## config.mk

```make
export PLATFORM = sky130hd
export DESIGN_NAME = irq_claim_ctrl
export DESIGN_NICKNAME = d
export VERILOG_FILES = /design/src/rtl/icc_pkg.sv /design/src/rtl/icc_gateway.sv /design/src/rtl/icc_arbiter.sv /design/src/rtl/irq_claim_ctrl.sv
export SDC_FILE = /design/constraint.sdc
export NUM_CORES = 1
export LEC_CHECK = 0
export ABC_AREA = 1
export BUFFER_PORTS_ARGS = -buffer_cell sky130_fd_sc_hd__buf_2
export CAP_MARGIN = 25
export CORE_MARGIN = 2
export CORE_UTILIZATION = 61
export DETAILED_ROUTE_END_ITERATION = 10
export PLACE_DENSITY = 0.8
export SYNTH_ARGS = -nofsm -noshare
export SYNTH_HDL_FRONTEND = slang
export SYNTH_SLANG_ARGS = --single-unit
```

## constraint.sdc

```tcl
create_clock -name clk -period 14.8 [get_ports clk]
set_input_delay 2.22 -clock clk [delete_from_list [all_inputs] [get_ports clk]]
set_output_delay 2.22 -clock clk [all_outputs]
set_load 0.05 [all_outputs]
```

## src/rtl/icc_pkg.sv

```systemverilog
package icc_pkg;

  typedef enum logic [1:0] {
    BK_CC   = 2'd0,
    BK_PRIO = 2'd1,
    BK_EN   = 2'd2,
    BK_RSVD = 2'd3
  } bank_e;

  // Source slot s (0-based) answers to ID s+1; ID 0 never matches.
  function automatic logic id_matches(int unsigned id, int unsigned slot);
    return id == slot + 1;
  endfunction

  // Strict comparison: an equal priority at a later slot does not win.
  function automatic logic beats(int unsigned cand, int unsigned best);
    return cand > best;
  endfunction

endpackage

```

## src/rtl/icc_gateway.sv

```systemverilog
module icc_gateway (
  input  logic clk,
  input  logic rst_n,
  input  logic level_i,
  input  logic claim_i,
  input  logic done_i,
  output logic pending_o,
  output logic busy_o
);

  always_ff @(posedge clk) begin
    if (!rst_n) begin
      pending_o <= 1'b0;
      busy_o    <= 1'b0;
    end else if (claim_i) begin
      pending_o <= 1'b0;
      busy_o    <= 1'b1;
    end else begin
      if (done_i) busy_o <= 1'b0;
      if (level_i && !busy_o && !pending_o) pending_o <= 1'b1;
    end
  end

  // a claim empties pending and marks the source in service
  p_claim_drops_pending_r2: assert property (@(posedge clk) disable iff (!rst_n)
    claim_i |=> (!pending_o && busy_o));

  // nothing is accepted while the source is in service
  p_quiet_while_busy_r5: assert property (@(posedge clk) disable iff (!rst_n)
    busy_o |-> !pending_o);

endmodule

```

## src/rtl/icc_arbiter.sv

```systemverilog
module icc_arbiter #(
  parameter int N_SRC  = 8,
  parameter int PRIO_W = 3,
  parameter int ID_W   = 4
) (
  input  logic [N_SRC-1:0]  req_i,
  input  logic [PRIO_W-1:0] prio_i [N_SRC],
  output logic [ID_W-1:0]   win_id_o
);
  import icc_pkg::*;

  logic [PRIO_W-1:0] best_p;

  always_comb begin
    best_p   = '0;
    win_id_o = '0;
    for (int i = 0; i < N_SRC; i++) begin
      if (req_i[i] && beats(32'(prio_i[i]), 32'(best_p))) begin
        best_p   = prio_i[i];
        win_id_o = ID_W'(i + 1);
      end
    end
  end

endmodule

```

## src/rtl/irq_claim_ctrl.sv

```systemverilog
module irq_claim_ctrl #(
  parameter  int N_SRC  = 8,
  parameter  int PRIO_W = 3,
  localparam int ID_W   = $clog2(N_SRC + 1),
  localparam int ADDR_W = ID_W + 2,
  localparam int DATA_W = (ID_W > PRIO_W) ? ID_W : PRIO_W
) (
  input  logic              clk,
  input  logic              rst_n,
  input  logic              auto_mask,
  input  logic [N_SRC-1:0]  src_irq,
  input  logic              reg_valid,
  input  logic              reg_write,
  input  logic [ADDR_W-1:0] reg_addr,
  input  logic [DATA_W-1:0] reg_wdata,
  output logic [DATA_W-1:0] reg_rdata,
  output logic              irq
);
  import icc_pkg::*;

  bank_e            bank;
  logic [ID_W-1:0]  slot_id;
  logic [ID_W-1:0]  done_id;
  logic [ID_W-1:0]  win_id;
  logic             acc_claim, acc_done, acc_prio, acc_en;

  logic [PRIO_W-1:0] prio_q [N_SRC];
  logic [N_SRC-1:0]  en_q;
  logic [N_SRC-1:0]  pend, busy, live;
  logic [N_SRC-1:0]  claim_vec, done_hot, done_vec, slot_hot;
  logic [DATA_W-1:0] rd_mux;

  assign bank      = bank_e'(reg_addr[ADDR_W-1 -: 2]);
  assign slot_id   = reg_addr[ID_W-1:0];
  assign done_id   = reg_wdata[ID_W-1:0];
  assign acc_claim = reg_valid && !reg_write && (bank == BK_CC);
  assign acc_done  = reg_valid &&  reg_write && (bank == BK_CC);
  assign acc_prio  = reg_valid &&  reg_write && (bank == BK_PRIO);
  assign acc_en    = reg_valid &&  reg_write && (bank == BK_EN);

  // Named per-source events
  always_comb begin
    for (int i = 0; i < N_SRC; i++) begin
      live[i]      = pend[i] && en_q[i] && (prio_q[i] != '0);
      claim_vec[i] = acc_claim && id_matches(32'(win_id), i);
      done_hot[i]  = acc_done && id_matches(32'(done_id), i);
      done_vec[i]  = done_hot[i] && en_q[i];
      slot_hot[i]  = id_matches(32'(slot_id), i);
    end
  end

  assign irq = |live;

  generate
    for (genvar g = 0; g < N_SRC; g++) begin : g_src
      icc_gateway u_gw (
        .clk       (clk),
        .rst_n     (rst_n),
        .level_i   (src_irq[g]),
        .claim_i   (claim_vec[g]),
        .done_i    (done_vec[g]),
        .pending_o (pend[g]),
        .busy_o    (busy[g])
      );
    end
  endgenerate

  icc_arbiter #(.N_SRC(N_SRC), .PRIO_W(PRIO_W), .ID_W(ID_W)) u_arb (
    .req_i    (pend & en_q),
    .prio_i   (prio_q),
    .win_id_o (win_id)
  );

  always_ff @(posedge clk) begin
    if (!rst_n) begin
      en_q <= '0;
      for (int i = 0; i < N_SRC; i++) prio_q[i] <= '0;
    end else begin
      for (int i = 0; i < N_SRC; i++) begin
        if (acc_prio && slot_hot[i]) prio_q[i] <= reg_wdata[PRIO_W-1:0];
        if (acc_en && slot_hot[i])   en_q[i]   <= reg_wdata[0];
        else if (claim_vec[i] && auto_mask) en_q[i] <= 1'b0;
      end
    end
  end

  always_comb begin
    rd_mux = '0;
    case (bank)
      BK_CC:   rd_mux = DATA_W'(win_id);
      BK_PRIO: for (int i = 0; i < N_SRC; i++)
                 if (slot_hot[i]) rd_mux = DATA_W'(prio_q[i]);
      BK_EN:   for (int i = 0; i < N_SRC; i++)
                 if (slot_hot[i]) rd_mux = DATA_W'(en_q[i]);
      default: rd_mux = '0;
    endcase
  end

  always_ff @(posedge clk) begin
    if (!rst_n)                        reg_rdata <= '0;
    else if (reg_valid && !reg_write)  reg_rdata <= rd_mux;
  end

  // a claim made with nothing to service reads back zero
  p_empty_claim_zero_r1: assert property (@(posedge clk) disable iff (!rst_n)
    (acc_claim && !irq) |=> (reg_rdata == '0));

  // completion of a disabled in-service source leaves it in service
  p_masked_done_held_r3: assert property (@(posedge clk) disable iff (!rst_n)
    (acc_done && |(done_hot & ~en_q & busy)) |=> |($past(done_hot & ~en_q & busy) & busy));

  // auto-mask drops the enable of the claimed source
  p_automask_clears_r4: assert property (@(posedge clk) disable iff (!rst_n)
    (acc_claim && auto_mask && |claim_vec) |=> ((en_q & $past(claim_vec)) == '0));

  // standard mode keeps the enable of the claimed source
  p_std_keeps_en_r4: assert property (@(posedge clk) disable iff (!rst_n)
    (acc_claim && !auto_mask && |claim_vec) |=> ((en_q & $past(claim_vec)) == $past(claim_vec)));

  // the winner never has priority zero
  p_no_zero_winner_r7: assert property (@(posedge clk) disable iff (!rst_n)
    |(claim_vec & live) == |claim_vec);

endmodule

```

# After elaboration in Yosys (flattened, before gate mapping)

Index checks and enable logic that the tools add are counted.

Bitwise gates (word level): 2
Order comparisons: 8
Eq/ne operators: 26
Reductions and logical operators: 145
Muxes and demuxes: 64

Operators by type and width:

| operator           | count |
|---|---|
| $logic_and 1x1->1  | 94 |
| $mux 4             | 15 |
| $eq 4x3->1 const B | 12 |
| $mux 3             | 12 |
| $mux 1             | 34 |
| $reduce_bool 2->1  | 16 |
| $eq 4x2->1 const B | 6 |
| $reduce_bool 3->1  | 8 |
| $gt 3x3->1         | 7 |
| $logic_not 1->1    | 17 |
| $reduce_or 2->1    | 8 |
| $eq 4x1->1 const B | 3 |
| $eq 4x4->1 const B | 3 |
| $pmux 4 s3         | 1 |
| $and 8x8->8        | 1 |
| $reduce_or 8->1    | 1 |
| $mux 2             | 2 |
| $gt 3x1->1 const B | 1 |
| $eq 2x1->1 const B | 1 |
| $eq 2x2->1 const B | 1 |
| $logic_not 2->1    | 1 |
| $not 1->1          | 1 |

Register bits after elaboration: 52
Input port bits: 23

# Logic depth before layout (Yosys ltp)

Gate-level depths: netlist of run 1.

Word-level depth: 29
Depth in mapped cells: 61

# By module

A second synthesis of run 1 with hierarchy kept.

Cell total of the unflattened synthesis: 577
Area total of the unflattened synthesis: 3,638.5 um^2

By module, submodules not included:

| module         | instances | area each (um^2) | cells each | sequential area each (um^2) |
|---|---|---|---|---|
| irq_claim_ctrl | 1         | 2,083.2          | 331        | 720.7 |
| icc_arbiter    | 1         | 884.6            | 150        | 0.0 |
| icc_gateway    | 8         | 83.8             | 12         | 40.0 |

# Least setup slack after synthesis of run 1

OpenSTA, ideal clock, no wires.

Path kind: register -> register
From: register prio_q[23] (netlist bit)
To: register en_q[0]
Arrival time: 7.610 ns
Buffers on the path: 0
Required time: 14.668 ns
Setup slack: 7.057 ns
Library setup time: 0.132 ns
Cell stages (with the launch flop): 59
Cells stage by stage: dfxtp_1 > nor2_1 > nand2_1 > and3_1 > inv_1 > nor2_1 > ha_1 > nand3_1 > nand2_1 > clkinv_2 > nand2_4 > nand2_1 > o21ai_1 > ha_1 > inv_1 > o21bai_1 > inv_1 > nand2_4 > (+23 left out) > o21ai_0 > ha_1 > nand2_1 > o21ai_0 > nand3_2 > nand2_1 > o21ai_0 > ha_1 > a21oi_1 > o21ai_0 > nand3_1 > nand2_1 > inv_1 > nand4_1 > nor2_1 > nand2_1 > nand2_1 > a21oi_1

Word-level cells in the longest chain between the ends: 28
Elaborated cells on any way between the ends: 35
Classes of those cells: order compare (8); eq/ne (1); mux (15); reduce/logical (11)

Ends and longest elaborated chain:

| what                                   | line                 | RTL |
|---|---|---|
| start, declared                        | irq_claim_ctrl.sv:27 | `logic [PRIO_W-1:0] prio_q [N_SRC];` |
| start signal, assigned by index        | irq_claim_ctrl.sv:80 | `if (acc_prio && slot_hot[i]) prio_q[i] <= reg_wdata[PRIO_W-1:0];` |
| $gt 3x1->1                             | icc_pkg.sv:17        | `return cand > best;` |
| $logic_and 1x1->1                      | icc_arbiter.sv:18    | `if (req_i[i] && beats(32'(prio_i[i]), 32'(best_p))) begin` |
| $mux 3                                 | icc_arbiter.sv:18    |  |
| $gt 3x3->1                             | icc_pkg.sv:17        |  |
| $logic_and 1x1->1                      | icc_arbiter.sv:18    |  |
| $mux 3                                 | icc_arbiter.sv:18    |  |
| $gt 3x3->1                             | icc_pkg.sv:17        |  |
| $logic_and 1x1->1                      | icc_arbiter.sv:18    |  |
| (+12 left out)                         | --                   |  |
| $mux 3                                 | icc_arbiter.sv:18    |  |
| $gt 3x3->1                             | icc_pkg.sv:17        |  |
| $logic_and 1x1->1                      | icc_arbiter.sv:18    |  |
| $mux 4 (*)                             | icc_arbiter.sv:18    |  |
| $eq 4x1->1 (*)                         | icc_pkg.sv:12        | `return id == slot + 1;` |
| $logic_and 1x1->1 (*)                  | irq_claim_ctrl.sv:45 | `claim_vec[i] = acc_claim && id_matches(32'(win_id), i);` |
| $logic_and 1x1->1 (*)                  | irq_claim_ctrl.sv:82 | `else if (claim_vec[i] && auto_mask) en_q[i] <= 1'b0;` |
| $reduce_bool 2->1 (no source line) (*) | --                   |  |
| end signal, assigned by index          | irq_claim_ctrl.sv:81 | `if (acc_en && slot_hot[i]) en_q[i] <= reg_wdata[0];` |
| end, declared                          | irq_claim_ctrl.sv:28 | `logic [N_SRC-1:0] en_q;` |

Mark *: on every way between the ends. The rest lies on a longest branch, timed or not.
A chain may end at the register's enable or synchronous reset.

# Worst setup path in the final report of run 1

Same ends and word-level chain as after synthesis.

==> summary.txt, run 1 <==
Run status
  • Status: finished, final reports clean

Synth
  • Post-synth design cell area: 3410 um^2
  • Synth warn: 0
  • Avg Cell Area, Syn: 6.61 um^2
  • Leading area contributor after synthesis: dfxtp_1
  • Cell variety after synth: 37
  • Top-count cell post-synth: nand2_1
  • Ys async rst share: 0
  • Top post-synthesis cells by area: dfxtp_1 31%, nand2_1 8.7%, inv_1 8.4%
  • EDFF count, synth: 0
  • Seq/Total Area, Yosys: 0.305
  • Area share of the largest cell type after synthesis: 0.305
  • Ys flop type: dfxtp_1
  • Synth Net Count: 553
  • Register bit total from synthesis: 52
  • Top post-synthesis cells by count: 79 x nand2_1, 76 x inv_1, 61 x nor2_1, 55 x a21oi_1, 52 x dfxtp_1
  • Mapped Cells: 516

Die
  • Core ar.: 5440 um^2
  • Die footprint: 6210 um^2
  • # rows: 27
  • Initial Util: 0.627
  • Die height: 78.8 um
  • Die width: 78.8 um
  • # IOs: 28

Worst setup path
  • Reg2reg path depth: 56
  • Kind of end point of the critical path: flip-flop
  • R2r endpoint: en_q[0]$_SDFFE_PN0P_
  • Data arrival, critical path: 9.17 ns
  • Worst EP required: 14.97 ns
  • Setup crit start kind: flip-flop
  • Crit-path max cell delay: 0.38 ns
  • CP max FO: 10
  • Worst setup endpoint: en_q[0]$_SDFFE_PN0P_
  • CP startpoint: prio_q[23]$_SDFFE_PN0P_
  • FF-to-FF Start: prio_q[23]$_SDFFE_PN0P_
  • Reg2Reg Setup Slack: 5.81 ns
  • Crit path kind: reg2reg
  • Worst path slowest cell: dfxtp_1

CTS
  • H-Tree Depth: 2
  • CTS Hold Bufs: 0
  • CTS tree: yes
  • Clock tree buffer depth: 2
  • Clk Latency, worst-skew pair: 0.31 ns
  • CTS Sinks: 52
  • Clk slew on worst S/H paths: 0.10 ns
  • Setup bufs post-CTS: 0
  • Clock Tree Root: clkbuf_8
  • Post-CTS sizing: 0
  • Cts bufs inserted: 5

Layout
  • Share of post-route cells with drive strength above 1: 0.149
  • Area Overhead vs Synth: 10.6%
  • Non-Filler Instances: 617
  • Antenna fix cells: 0
  • Final #Nets: 581

Global routing
  • First-pass GRT wire length: 15.2 mm
  • Largest net degree at the start of global routing: 31
  • GRT Total Usage: 0.311
  • Via count of the first global-routing pass: 3,254
  • Congestion Overflow GR: 0
  • Initial antenna violation count: 0

Timing
  • Min Hold Slack: 0.467 ns
  • RSZ-0062 raised after global routing: false
  • Max Transition Viols Final: 0
  • Minimum clock period: 8.99 ns
  • Final setup vio count: 0
  • Setup TNS: 0 ns
  • Slew @ Worst Pin: 0.691 ns
  • F_max: 111 MHz
  • Relative slew slack: 0.539
  • Final hold vios: 0
  • Final worst slack: 5.81 ns
  • Post-Route Skew: 0.00949 ns
  • Period utilization: 0.608

Pwr
  • Power density cells: 78.7 nW/um^2
  • Peak VDD IR: 0.0563 mV
  • Leakage: 1.66 nW

Route
  • DR WL/cell: 15.0 um
  • Vias: 3,579
  • DR vias/cell: 5.80
  • First-pass detailed-route iteration total: 6
  • Starting DRT DRC Count: 307
  • DRC viols: 0
  • Final wirelength: 9.26 mm
  • Post-route ant nets: 0

Worst hold path
  • Hold/Removal Path Class: reg2reg

Place
  • GPL Wtd Cong: 0.959
  • DP Worst Slack: 6.03 ns
  • HPWL after DPL: 7.09 mm
  • Placed insts: 609
  • I/O Buffers: 27

Run
  • Max-cap viol count: 0
## cell families after synthesis
| group | after synthesis | synth area share |
|---|---|---|
| fa+ha+maj | 14 | 0.0514 |
| flops | 52 | 0.305 |
| simple gates | 225 | 0.325 |
| compound gates | 135 | 0.219 |
| buf+inv | 90 | 0.0994 |
## layer usage
metal	vias to the layer above	wire, um	share of wire	GRT usage
met5	-	0	0	0
met4	0	248	0.027	0.111
met3	22	688	0.074	0.0455
met2	159	4250	0.46	0.501
met1	1615	4080	0.44	0.425
li1	1783	-	-	-
## cell usage in the layout, fill, tap and decap left out, types with 2 or more instances in the layout
| cell | instances |
|---|---|
| nand2_1 | 79 |
| inv_1 | 76 |
| nor2_1 | 61 |
| a21oi_1 | 55 |
| dfxtp_1 | 52 |
| o21ai_0 | 49 |
| buf_2 | 27 |
| nand3_1 | 25 |
| nand2_2 | 14 |
| ha_1 | 14 |
| nor3_1 | 12 |
| nand3_2 | 9 |
| a31oi_1 | 7 |
| nand2_4 | 6 |
| nand4_1 | 6 |
| clkbuf_8 | 5 |
| nor2_2 | 4 |
| o21ai_1 | 4 |
| inv_2 | 4 |
| o2111ai_1 | 4 |
| clkinv_1 | 3 |
| o211ai_1 | 3 |
| o221ai_1 | 3 |
| bufinv_16 | 3 |
| nor2_4 | 2 |
| or2_2 | 2 |
| nand3_4 | 2 |
| nor4_1 | 2 |
| o22ai_1 | 2 |
## through the flow
| step | area, um^2 | utilization | power, mW |
|---|---|---|---|
| floorplan | 3410 | - | 0.158 |
| global placement | 3610 | 0.664 | 0.166 |
| detailed placement | 3610 | 0.664 | 0.167 |
| CTS | 3770 | 0.694 | 0.298 |
| global route | 3770 | 0.694 | 0.305 |
| finish | 3770 | 0.694 | 0.297 |
## layout make-up
type | instances | area (um^2)
timing repair buffer | 27 | 135
inverter | 84 | 317
tap | 72 | 90.1
clock buffer | 5 | 68.8
sequential | 52 | 1040
clock inverter | 3 | 90.1
fill | 477 | 1670
multi-input combinational | 374 | 2030
## worst min path at each step
stage / startpoint / to / cells past startpoint
final: reg_rdata[3]$_SDFFE_PN0P_ / reg_rdata[3]$_SDFFE_PN0P_ / 2
after global placement: reg_rdata[3]$_SDFFE_PN0P_ / reg_rdata[3]$_SDFFE_PN0P_ / 2
after floorplan: g_src[1].u_gw.busy_o$_SDFFE_PN0P_ / g_src[1].u_gw.busy_o$_SDFFE_PN0P_ / 2
after CTS: reg_rdata[3]$_SDFFE_PN0P_ / reg_rdata[3]$_SDFFE_PN0P_ / 2
after detailed placement: reg_rdata[3]$_SDFFE_PN0P_ / reg_rdata[3]$_SDFFE_PN0P_ / 2
after global routing: reg_rdata[3]$_SDFFE_PN0P_ / reg_rdata[3]$_SDFFE_PN0P_ / 2
## sequential cells by signal (all words and copies together) (netlist names)
name,count
en_q,8
g_src.u_gw.busy_o,8
g_src.u_gw.pending_o,8
prio_q,24
reg_rdata,4
## report_power, final
part | switching, mW | internal [mW] | leakage [nW]
Combinational | 0.0144 | 0.00614 | 1.16
Sequential | 0.00136 | 0.142 | 0.422
Clock | 0.0486 | 0.0845 | 0.0784
## worst max-delay path: cells and delay by family, from the launching register on
family,cells,cell delay (ns)
and+or+nand+nor,31,3.87
AOI/OAI and AO/OA,13,2.15
DFF,1,0.38
adders and majority gates,7,2.07
buffers and inverters,5,0.37
No activity file was read; power rests on OpenSTA's default activity.
==> run 2: changes to the inputs <==
- ABC_AREA: 1 -> 0
- clock period: 14.8 -> 8.5 ns (I/O delays scaled with it)
==> run 2 against run 1 <==
Against the previous run: the run now ends with setup timing left; area after synthesis increased by 10%; critical path type unchanged; largest cell class unchanged; clock skew increased by 0.0083 ns; die area increased by 9.8%; final cell count increased by 6.8%; register-to-register slack got worse by 7.4 ns.
==> summary.txt, run 2 <==
Die
  • Die footprint: 6810 um^2 (was 6210 um^2)
  • # IOs: 28 (unchanged)
  • Initial Util: 0.632 (was 0.627)
  • # rows: 28 (was 27)
  • Die width: 82.5 um (was 78.8 um)
  • Die height: 82.5 um (was 78.8 um)
  • Core ar.: 5960 um^2 (was 5440 um^2)

Route
  • Starting DRT DRC Count: 641 (was 307)
  • Final wirelength: 14.6 mm (was 9.26 mm)
  • Post-route ant nets: 0 (unchanged)
  • Vias: 4,551 (was 3,579)
  • DRC viols: 0 (unchanged)
  • First-pass detailed-route iteration total: 6 (unchanged)
  • DR WL/cell: 22.2 um (was 15.0 um)
  • DR vias/cell: 6.91 (was 5.80)

Worst hold path
  • Hold/Removal Path Class: reg2reg (unchanged)
  • Hold path start: reg_rdata[2]$_SDFFE_PN0P_ (was reg_rdata[3]$_SDFFE_PN0P_)

Layout
  • Share of post-route cells with drive strength above 1: 0.375 (was 0.149)
  • Max FFs per register: 24 (unchanged)
  • Top reg by flops: prio_q (unchanged)
  • Final #Nets: 620 (was 581)
  • Antenna fix cells: 0 (unchanged)
  • Commonest non-fill, non-tap cells in the layout: 83 x buf_4, 56 x nand2_1, 49 x dfxtp_1, 36 x nor2_1, 31 x a21oi_1 (was 79 x nand2_1, 76 x inv_1, 61 x nor2_1, 55 x a21oi_1, 52 x dfxtp_1)
  • Commonest non-fill, non-tap cell in the layout: buf_4 (was nand2_1)
  • Area Overhead vs Synth: 37.3% (was 10.6%)

Timing
  • Period utilization: 1.19 (was 0.608)
  • Slew @ Worst Pin: 0.934 ns (was 0.691 ns)
  • RSZ-0062 raised after global routing: true (was false)
  • Relative slew slack: 0.372 (was 0.539)
  • Post-Route Skew: 0.0177 ns (was 0.00949 ns)
  • Minimum clock period: 10.10 ns (was 8.99 ns)
  • F_max: 99.0 MHz (was 111 MHz)
  • Final hold vios: 0 (unchanged)
  • Final worst slack: -1.60 ns (was 5.81 ns)
  • Max Transition Viols Final: 0 (unchanged)
  • Min Hold Slack: 0.490 ns (was 0.467 ns)
  • Final setup vio count: 28 (was 0)

Worst setup path
  • Data arrival, critical path: 10.31 ns (was 9.17 ns)
  • Reg2Reg Setup Slack: -1.60 ns (was 5.81 ns)
  • Worst path slowest cell: dfxtp_4 (was dfxtp_1)
  • Crit path kind: reg2reg (unchanged)
  • CP startpoint: g_src[0].u_gw.pending_o$_SDFFE_PP0P_ (was prio_q[23]$_SDFFE_PN0P_)
  • FF-to-FF Start: g_src[0].u_gw.pending_o$_SDFFE_PP0P_ (was prio_q[23]$_SDFFE_PN0P_)
  • Setup crit start kind: flip-flop (unchanged)
  • Kind of end point of the critical path: flip-flop (unchanged)
  • Crit-path max cell delay: 0.39 ns (was 0.38 ns)
  • CP max FO: 6 (was 10)
  • Worst EP required: 8.71 ns (was 14.97 ns)
  • Crit path top cell by count: nor2_4

Synth
  • Top-count cell post-synth: nand2_1 (unchanged)
  • Register bit total from synthesis: 52 (unchanged)
  • Avg Cell Area, Syn: 7.77 um^2 (was 6.61 um^2)
  • Ys async rst share: 0 (unchanged)
  • Top post-synthesis cells by area: dfxtp_1 28%, nand2_1 5.8%, ha_1 4.7% (was dfxtp_1 31%, nand2_1 8.7%, inv_1 8.4%)
  • EDFF count, synth: 0 (unchanged)
  • Area share of the largest cell type after synthesis: 0.277 (was 0.305)
  • Synth warn: 0 (unchanged)
  • Ys flop type: dfxtp_1 (unchanged)
  • Cell variety after synth: 74 (was 37)
  • Seq/Total Area, Yosys: 0.277 (was 0.305)
  • Synth Net Count: 521 (was 553)
  • Post-synth design cell area: 3760 um^2 (was 3410 um^2)
  • Leading area contributor after synthesis: dfxtp_1 (unchanged)
  • Top post-synthesis cells by count: 58 x nand2_1, 52 x dfxtp_1, 46 x nor2_1, 34 x a21oi_1, 32 x o21ai_0 (was 79 x nand2_1, 76 x inv_1, 61 x nor2_1, 55 x a21oi_1, 52 x dfxtp_1)
  • Mapped Cells: 484 (was 516)

Place
  • I/O Buffers: 27 (unchanged)
  • GPL Wtd Cong: 1.04 (was 0.959)
  • HPWL after DPL: 9.62 mm (was 7.09 mm)
  • DP Worst Slack: -1.55 ns (was 6.03 ns)

Pwr
  • Total power: 0.480 mW (was 0.297 mW)
  • Power density cells: 93.0 nW/um^2 (was 78.7 nW/um^2)
  • Peak VDD IR: 0.104 mV (was 0.0563 mV)
  • Leakage: 1.93 nW (was 1.66 nW)

Run status
  • Violated checks: setup timing
  • Status: finished, violations left (was finished, final reports clean)

Global routing
  • Initial antenna violation count: 0 (unchanged)
  • Via count of the first global-routing pass: 3,953 (was 3,254)
  • First-pass GRT wire length: 20.2 mm (was 15.2 mm)
  • GRT Total Usage: 0.395 (was 0.311)
  • Largest net degree at the start of global routing: 27 (was 31)
  • Congestion Overflow GR: 0 (unchanged)

Run
  • Max-cap viol count: 0 (unchanged)

CTS
  • CTS tree: yes (unchanged)
  • Clk slew on worst S/H paths: 0.11 ns (was 0.10 ns)
  • Clock Tree Root: clkbuf_8 (unchanged)
  • Clock tree buffer depth: 2 (unchanged)
  • H-Tree Depth: 2 (unchanged)
  • CTS Sinks: 52 (unchanged)
  • Cts bufs inserted: 5 (unchanged)
  • Clk Latency, worst-skew pair: 0.32 ns (was 0.31 ns)
## run 2: path summary, 6_finish.rpt
check	end	depth (start not counted)
max	g_src[1].u_gw.pending_o$_SDFFE_PP0P_	51
min	reg_rdata[2]$_SDFFE_PN0P_	2
max reg2reg	g_src[1].u_gw.pending_o$_SDFFE_PP0P_	51
min reg2reg	reg_rdata[2]$_SDFFE_PN0P_	2
## run 2: report_power, final
part           total, mW  leakage (nW)  switching (mW)  internal (mW)
clock              0.182        0.0600          0.0926         0.0895
sequential         0.251         0.423         0.00397          0.247
combinational     0.0474          1.45          0.0318         0.0155
## run 2: cells by family after synthesis
group | Yosys count | synth area share
simple gates | 200 | 0.261
mux | 23 | 0.0675
buf+inv | 45 | 0.0476
flops | 52 | 0.277
fa+ha+maj | 15 | 0.0492
compound gates | 149 | 0.298
## run 2: repair_timing
item,4_1_cts,5_1_grt
pin swaps,25,23
buffers inserted,14,7
resized for setup,16,30
hold buffers,0,0
endpoints found under the setup margin,28,28
## run 2: final cells by class
type,instances,area (um^2)
inverter,22,85.1
multi-input combinational,387,2990
clock inverter,3,46.3
sequential,52,1050
tap,75,93.8
clock buffer,5,68.8
fill,315,790
timing repair buffer,115,831
## run 2: per-layer routing
layer | vias to the layer above | track usage | wire, um
li1 | 2011 | - | -
met5 | - | 0 | 0
met3 | 83 | 0.0848 | 1520
met4 | 0 | 0.141 | 751
met2 | 353 | 0.665 | 6890
met1 | 2104 | 0.499 | 5480
## run 2: stage by stage
stage | area (um^2) | instances | util | TNS [ns]
after global placement | 4630 | 629 | 0.777 | -31.17
final | 5170 | 659 | 0.867 | -41.69
after CTS | 4970 | 652 | 0.834 | -31.00
after detailed placement | 4660 | 630 | 0.782 | -39.02
after global routing | 5170 | 659 | 0.867 | -51.16
after floorplan | 4010 | 484 | - | -31.62
## run 2: critical path, delay by kind of cell (launching register included)
family	cells	cell delay [ns]
fa+ha+maj	8	2.16
flops	1	0.39
mux	4	1.31
buf+inv	4	0.45
compound gates	20	3.82
simple gates	15	1.85
